[config.mk]
export PLATFORM = sky130hd
export DESIGN_NAME = card_status_reg
export DESIGN_NICKNAME = d
export VERILOG_FILES = /design/src/rtl/cstat_pkg.sv /design/src/rtl/cstat_ctrl.sv /design/src/rtl/cstat_datapath.sv /design/src/rtl/cstat_spi_map.sv /design/src/rtl/card_status_reg.sv
export SDC_FILE = /design/constraint.sdc
export NUM_CORES = 1
export LEC_CHECK = 0
export CAP_MARGIN = 30
export CORE_MARGIN = 1
export CORE_UTILIZATION = 30
export DETAILED_ROUTE_END_ITERATION = 8
export PLACE_DENSITY = 0.79
export SLEW_MARGIN = 15
export SYNTH_ARGS = -nofsm -noshare
export SYNTH_HDL_FRONTEND = slang
export SYNTH_SLANG_ARGS = --single-unit
[constraint.sdc]
create_clock -name clk -period 0.98 [get_ports clk]
set_input_delay 0.147 -clock clk [delete_from_list [all_inputs] [get_ports clk]]
set_output_delay 0.147 -clock clk [all_outputs]
set_load 0.01 [all_outputs]
[src/rtl/cstat_pkg.sv]
package cstat_pkg;
  localparam int WORD_W  = 32;
  localparam int SPI_W   = 16;
  localparam int STATE_W = 4;
  localparam int STATE_LSB = 9;
  localparam int PREV_N  = 2;
  localparam int PREV_LSB = 22;
  localparam logic [WORD_W-1:0] RDCLR_MASK = 32'hFD3F_A020;
  localparam logic [WORD_W-1:0] PREV_MASK  = 32'h00C0_0000;
  localparam logic [WORD_W-1:0] LATCH_MASK = RDCLR_MASK | PREV_MASK;

  typedef struct packed {
    logic clrRead;
    logic ageCmd;
  } ctrlStrobes_t;
endpackage

[src/rtl/cstat_ctrl.sv]
module cstat_ctrl
  import cstat_pkg::*;
(
  input  logic         statusRd,
  input  logic         validCmd,
  output ctrlStrobes_t strb
);
  always_comb begin
    strb.clrRead = statusRd;
    strb.ageCmd  = validCmd;
  end
endmodule

[src/rtl/cstat_datapath.sv]
module cstat_datapath
  import cstat_pkg::*;
(
  input  logic               clk,
  input  logic               rstN,
  input  ctrlStrobes_t       strb,
  input  logic [WORD_W-1:0]  evtPulse,
  input  logic               argErrEvt,
  input  logic [STATE_W-1:0] cardState,
  input  logic               cardLocked,
  input  logic               eccDisabled,
  input  logic               readyForData,
  output logic [WORD_W-1:0]  statusWord,
  output logic               paramErr
);
  logic [WORD_W-1:0] rdBits;
  logic [PREV_N-1:0] prevBits;
  logic [PREV_N-1:0] prevAged;

  // clear-on-read group: event wins over the clear
  always_ff @(posedge clk) begin
    if (!rstN) begin
      rdBits   <= '0;
      paramErr <= 1'b0;
    end else begin
      rdBits   <= ((rdBits & ~(strb.clrRead ? RDCLR_MASK : '0)) | evtPulse) & RDCLR_MASK;
      paramErr <= argErrEvt | (paramErr & ~strb.clrRead);
    end
  end

  // previous-command group: survives one valid command, clears on the next
  for (genvar i = 0; i < PREV_N; i++) begin : gPrev
    always_ff @(posedge clk) begin
      if (!rstN) begin
        prevBits[i] <= 1'b0;
        prevAged[i] <= 1'b0;
      end else if (evtPulse[PREV_LSB+i]) begin
        prevBits[i] <= 1'b1;
        prevAged[i] <= 1'b0;
      end else if (strb.ageCmd && prevBits[i]) begin
        prevBits[i] <= ~prevAged[i];
        prevAged[i] <= ~prevAged[i];
      end
    end
  end

  always_comb begin
    statusWord = rdBits;
    statusWord[PREV_LSB +: PREV_N]     = prevBits;
    statusWord[25]                     = cardLocked;
    statusWord[14]                     = eccDisabled;
    statusWord[8]                      = readyForData;
    statusWord[STATE_LSB +: STATE_W]   = cardState;
  end
endmodule

[src/rtl/cstat_spi_map.sv]
module cstat_spi_map
  import cstat_pkg::*;
(
  input  logic [WORD_W-1:0]  statusWord,
  input  logic               paramErr,
  output logic [SPI_W-1:0]   spiStatus
);
  always_comb begin
    spiStatus[0]  = (statusWord[STATE_LSB +: STATE_W] == '0);
    spiStatus[1]  = statusWord[13];
    spiStatus[2]  = statusWord[22];
    spiStatus[3]  = statusWord[23];
    spiStatus[4]  = statusWord[28];
    spiStatus[5]  = statusWord[30];
    spiStatus[6]  = paramErr;
    spiStatus[7]  = 1'b0;
    spiStatus[8]  = statusWord[25];
    spiStatus[9]  = statusWord[15] | statusWord[24];
    spiStatus[10] = statusWord[19];
    spiStatus[11] = statusWord[20];
    spiStatus[12] = statusWord[21];
    spiStatus[13] = statusWord[26];
    spiStatus[14] = statusWord[27];
    spiStatus[15] = statusWord[31] | statusWord[16];
  end
endmodule

[src/rtl/card_status_reg.sv]
module card_status_reg
  import cstat_pkg::*;
(
  input  logic               clk,
  input  logic               rstN,
  input  logic [WORD_W-1:0]  evtPulse,
  input  logic               argErrEvt,
  input  logic               validCmd,
  input  logic               statusRd,
  input  logic [STATE_W-1:0] cardState,
  input  logic               cardLocked,
  input  logic               eccDisabled,
  input  logic               readyForData,
  output logic [WORD_W-1:0]  statusWord,
  output logic [SPI_W-1:0]   spiStatus
);
  ctrlStrobes_t strb;
  logic         paramErr;

  cstat_ctrl uCtrl (
    .statusRd(statusRd),
    .validCmd(validCmd),
    .strb(strb)
  );

  cstat_datapath uDp (
    .clk(clk),
    .rstN(rstN),
    .strb(strb),
    .evtPulse(evtPulse),
    .argErrEvt(argErrEvt),
    .cardState(cardState),
    .cardLocked(cardLocked),
    .eccDisabled(eccDisabled),
    .readyForData(readyForData),
    .statusWord(statusWord),
    .paramErr(paramErr)
  );

  cstat_spi_map uSpi (
    .statusWord(statusWord),
    .paramErr(paramErr),
    .spiStatus(spiStatus)
  );
endmodule

# Word level (Yosys, flattened, before mapping)
# Cells that the tools add are included.
# totals
input_bits,44
regBits,37
out_inout_bits,48
# classes
bitwise_logic,11
n_reduce_logical,7
muxes,5
# ops
cell,n
AND 32 bit,1
2-to-1 mux 32 bit,1
NOT 32 bit,1
OR 32 bit,1
logical NOT 4 bit,1
2-to-1 mux 1 bit,4
NOT 1 bit,4
nonzero test 2 bit,2
OR reduction 2 bit,2
OR 1 bit,3
logical AND 1 bit,2
AND 1 bit,1

# Logic depth before layout (Yosys ltp)
# logic_depth
ltp_word,4
ltp_mapped,3
depth_no_buf,2

# Cells and area by module
# A second synthesis with hierarchy kept.
# unflattened
cells_unflattened,104
hier_area_um2,1022.2
# by_module_without_submodules
module,instances,area_each_um2,cells_each,seq_area_each_um2
cstat_datapath,1,880.8,85,420.4
cstat_spi_map,1,126.4,17,0.0
cstat_ctrl,1,15.0,2,0.0

# Worst setup path before layout
# OpenSTA, ideal clock, no wires.
# synth_path
kind,flip-flop to output port
from,register uDp.rdBits[16]
to,output spiStatus[15]
path_stages_with_launch,2
required_ns,0.833
slack_ns,0.190
arrival_time_ns,0.643
cell_sequence,dfxtp_1 -> or2_2
# synth_between
elab_chain_cells,1
# synth_lines
item,line_no,rtl
from (decl),cstat_datapath.sv:16,logic [WORD_W-1:0] rdBits;
from (signal assigned),cstat_datapath.sv:26,rdBits <= ((rdBits & ~(strb.clrRead ? RDCLR_MASK : '0)) | evtPulse) & RDCLR_MASK;
OR 1 bit,cstat_spi_map.sv:24,spiStatus[15] = statusWord[31] | statusWord[16];
to (decl),card_status_reg.sv:15,output logic [SPI_W-1:0] spiStatus
# Every way passes these cells.

# Final worst setup path
# Ends and elaborated chain as after synthesis.

==> results list <==
* Number of buffers inserted by port buffering: 62
* Hold-critical path depth: 0
- Of the total power, the share spent switching nets is 0.2502.
* Post-detailed-route DRC marker count: 0
- Effective utilization at floorplan: 0.3210
- Worst setup SP type: register
- Register bit total from synthesis: 21
* Arrival time at the worst endpoint: 990 ps
* Peak VDD IR: 0.6953 mV
* Boundary Pins: 92
* Largest delay share family, worst path: flip-flops
- Summing over every cut layer, the via total after detailed routing is 851.
* Routed WL: 2333 um
- Summed over all failing endpoints, the final setup total negative slack is -582.0 ps.
- After clock tree synthesis, the flow added hold-fix buffers numbering 0.
- Asr flop ratio synth: 0
* Final clock skew: 0.1215 ps
- Via density: 4.192
- Worst Setup SP: uDp.rdBits[16]$_SDFF_PN0_
* Placeable core region: around 0.0031 sq mm
- Most used flip-flop cell after synthesis: dfxtp_1
- The share of total power dissipated in combinational logic is 0.261.
- Counting both buffers and inverters, the worst setup path holds a total of 1.
* Number of pins with negative max-slew slack in the final report: 0
- The number of global-route vias before repair was about 840.
* Fin worst setup slack: -154.0 ps
* Root cell of the clock tree: clkbuf_4
- Hold WC Path Type: primary input to primary output
- Power spread over the standard cell area amounts to 1188 mW/mm^2.
- WP data required: 830 ps
- Height of the die: 59.62 um
* Sequential-to-total area share from yosys stat: 0.4221
- Count of different cell masters after synthesis: 13
* Global-route usage over all layers: 0.1252
* Share of cells above drive strength 1: 0.4780
* Post-DR wirelength/cell: approximately 11 um
* Critical path depth in cells: 2
- Run status: finished, violations left
- Leading cell type by number of instances after synthesis: buf_4
- Max-cap violations in this run came to 0.
* Placed instance count: about 200
* CP max stage cell: dfxtp_2
- Number of endpoints failing setup at the final stage: 6
- Synthesized instance count: between 100 and 150
- Worst flop-to-flop path startpoint: uDp.rdBits[16]$_SDFF_PN0_
* Synthesized area per cell: approximately 10 sq um
- Overall power consumption after layout is estimated at 1.821 mW.
- Detailed-routing iteration count for the pre-antenna-repair pass: 4
- Hold Vio Cnt, Final: 0
- RSZ-0062 raised after global routing: yes
- The number of antenna violations at the first check in global routing came to 0.
- Sequential fraction of design power: 0.521
* Mapped cell area: 996.0 sq um
* CP endpoint kind: primary output
- Gp weighted congestion: about 0.62
* Fraction of power consumed by the clock network: 0.218
- Counting along the longest clock path gives a buffer depth of 2.
- The first global-routing pass estimated 3401 um of wire.
* Number of synthesis warnings: 0
- Net Switching: 0.4555 mW
- Traced cell by cell, the critical path runs through or2_4 -> buf_6.
* Area overhead of the layout relative to synthesis: 53.89%
- Entering global routing, the biggest net connects 13 pins.
* Cell type with the highest aggregate area in the netlist: dfxtp_1
- The internal power of the cells totals between 1 and 1.5 mW.
- After the first detailed-routing iteration, the DRC count stood at 8.
- Buffers inserted during clock tree synthesis total 3.
- Dividing the final minimum period by the clock period gives 1.157.
* Post-DP HPWL: around 1800 um
* Post-route insts no fill: 203
- Final net count: 204
- In this run the number of H-tree levels came out at 1.
- Summed over all cells, the static leakage comes to approximately 0.72 nW.
* Fmax achieved: 881.8 MHz
- Violated checks: setup timing
* Kind of critical path: register to primary output
- Delay of the slowest cell on the worst path: 340 ps
- Worst hold slack after final layout: 294.0 ps
* Clock tree sinks: 21
- N_diodes: 0
- Die Span X: 59.62 um
- Number of synthesized flops with an enable pin: 0
- Number of cells on the worst reg-to-reg path: 4
- After layout, the minimum clock period comes to 1134 ps.
- The floorplan step defined a die boundary enclosing approximately 0.0036 sq mm.
* Clk_lat worst skew: between 200 and 300 ps
- The worst register-to-register path has a setup slack of 40 ps.
- OpenSTA, run right after detailed placement, puts the worst setup slack at -653.6 ps.
- Clk slew on worst S/H paths: 110 ps
- In this run the worst path has a maximum fanout of 2.
- Sum of overflow across all layers after global routing: 0
* Count of nets left with antenna violations after detail routing: 0
- Of the post-synthesis cell area, the dominant cell type holds 0.4221.
- In the synthesized netlist, the cells that appear most often are 30 x buf_4, 21 x dfxtp_1, 19 x o21a_1.
* Top area cells in the synthesized netlist: dfxtp_1 42%, buf_4 23%, o21a_1 14%
* Beginning of the worst hold path: readyForData
* Cell Rows: 20
- TritonCTS built the clock tree.
## worst reg2reg max path, stage by stage, from the launching register on
cell	delay [ps]
dfxtp_2	340
buf_4	130
buf_6	110
nor2b_1	120
o21a_1	160
## through the flow
stage	instance area, sq um	util
after floorplan	1022	-
after global placement	1570	0.5060
after detailed placement	1570	0.5060
after CTS	1519	0.4895
after global routing	1533	0.4940
final	1533	0.4940
## state kept, by name, summed over array words and instances (netlist names)
signal	cells
uDp.prevAged	2
uDp.rdBits	16
uDp.statusWord	2
uDp.paramErr	1
## path summary, 6_finish.rpt
check,to
worst min register to register,uDp.prevAged[0]$_SDFFE_PP0P_
worst max register to register,uDp.rdBits[16]$_SDFF_PN0_
worst min-delay path,statusWord[8]
worst max-delay path,spiStatus[15]
## layout by cell type, fill, tap and decap left out
cell type | Yosys | layout
buf_2 | 0 | 27
a21boi_0 | 2 | 2
clkbuf_1 | 0 | 1
a21oi_1 | 2 | 2
buf_4 | 30 | 11
o21a_1 | 19 | 19
conb_1 | 1 | 8
nor4_2 | 0 | 1
dfxtp_2 | 0 | 19
nand3b_1 | 2 | 2
or2_4 | 0 | 2
clkbuf_4 | 0 | 3
and2b_1 | 5 | 5
clkdlybuf4s15_1 | 0 | 2
a21bo_2 | 2 | 2
dfxtp_1 | 21 | 2
nand2b_1 | 2 | 2
buf_6 | 0 | 11
clkdlybuf4s50_1 | 0 | 21
dlymetal6s2s_1 | 0 | 1
dlygate4sd2_1 | 0 | 4
nor2b_1 | 12 | 12
## what timing repair did
item	CTS	global route
buffers inserted	2	3
endpoints found under the setup margin	36	13
resized for setup	175	6
pin swaps	3	2
## metal layers
metal | wire length (um) | GRT usage | part of all wire | vias up
met2 | 1305 | 0.2568 | 0.56 | 43
met1 | 836 | 0.1172 | 0.36 | 393
met5 | 0 | 0 | 0 | -
met4 | 31 | 0.03987 | 0.013 | 0
met3 | 160 | 0.03275 | 0.069 | 6
li1 | - | - | - | 409
## power groups by stage
stage          Clock [mW]  Combinational, mW  Sequential [mW]
5_1_grt             0.467              0.515            0.956
2_1_floorplan           0              0.235            0.981
3_5_place_dp            0              0.523            0.959
6_report            0.396              0.476            0.949
3_3_place_gp            0              0.512            0.953
4_1_cts             0.429              0.474            0.949
## logic make-up (layout without fill, tap and decap cells)
logic type / after synthesis / in the layout / share of synthesized area
AOI/OAI and AO/OA: 25 / 25 / 0.1884
DFF: 21 / 21 / 0.4221
other: 1 / 8 / 0.003765
buffers and inverters: 30 / 81 / 0.2261
and+or+nand+nor: 24 / 24 / 0.1595
## layout make-up
cell class / count / area, sq um
clock buffers: 4 / 26.28
fillers: 323 / 1570
multi-input cells: 57 / 387.9
flip-flops and latches: 21 / 444.2
well taps: 44 / 55.05
repair buffers: 77 / 619.3
No activity file was read; power rests on OpenSTA's default activity.
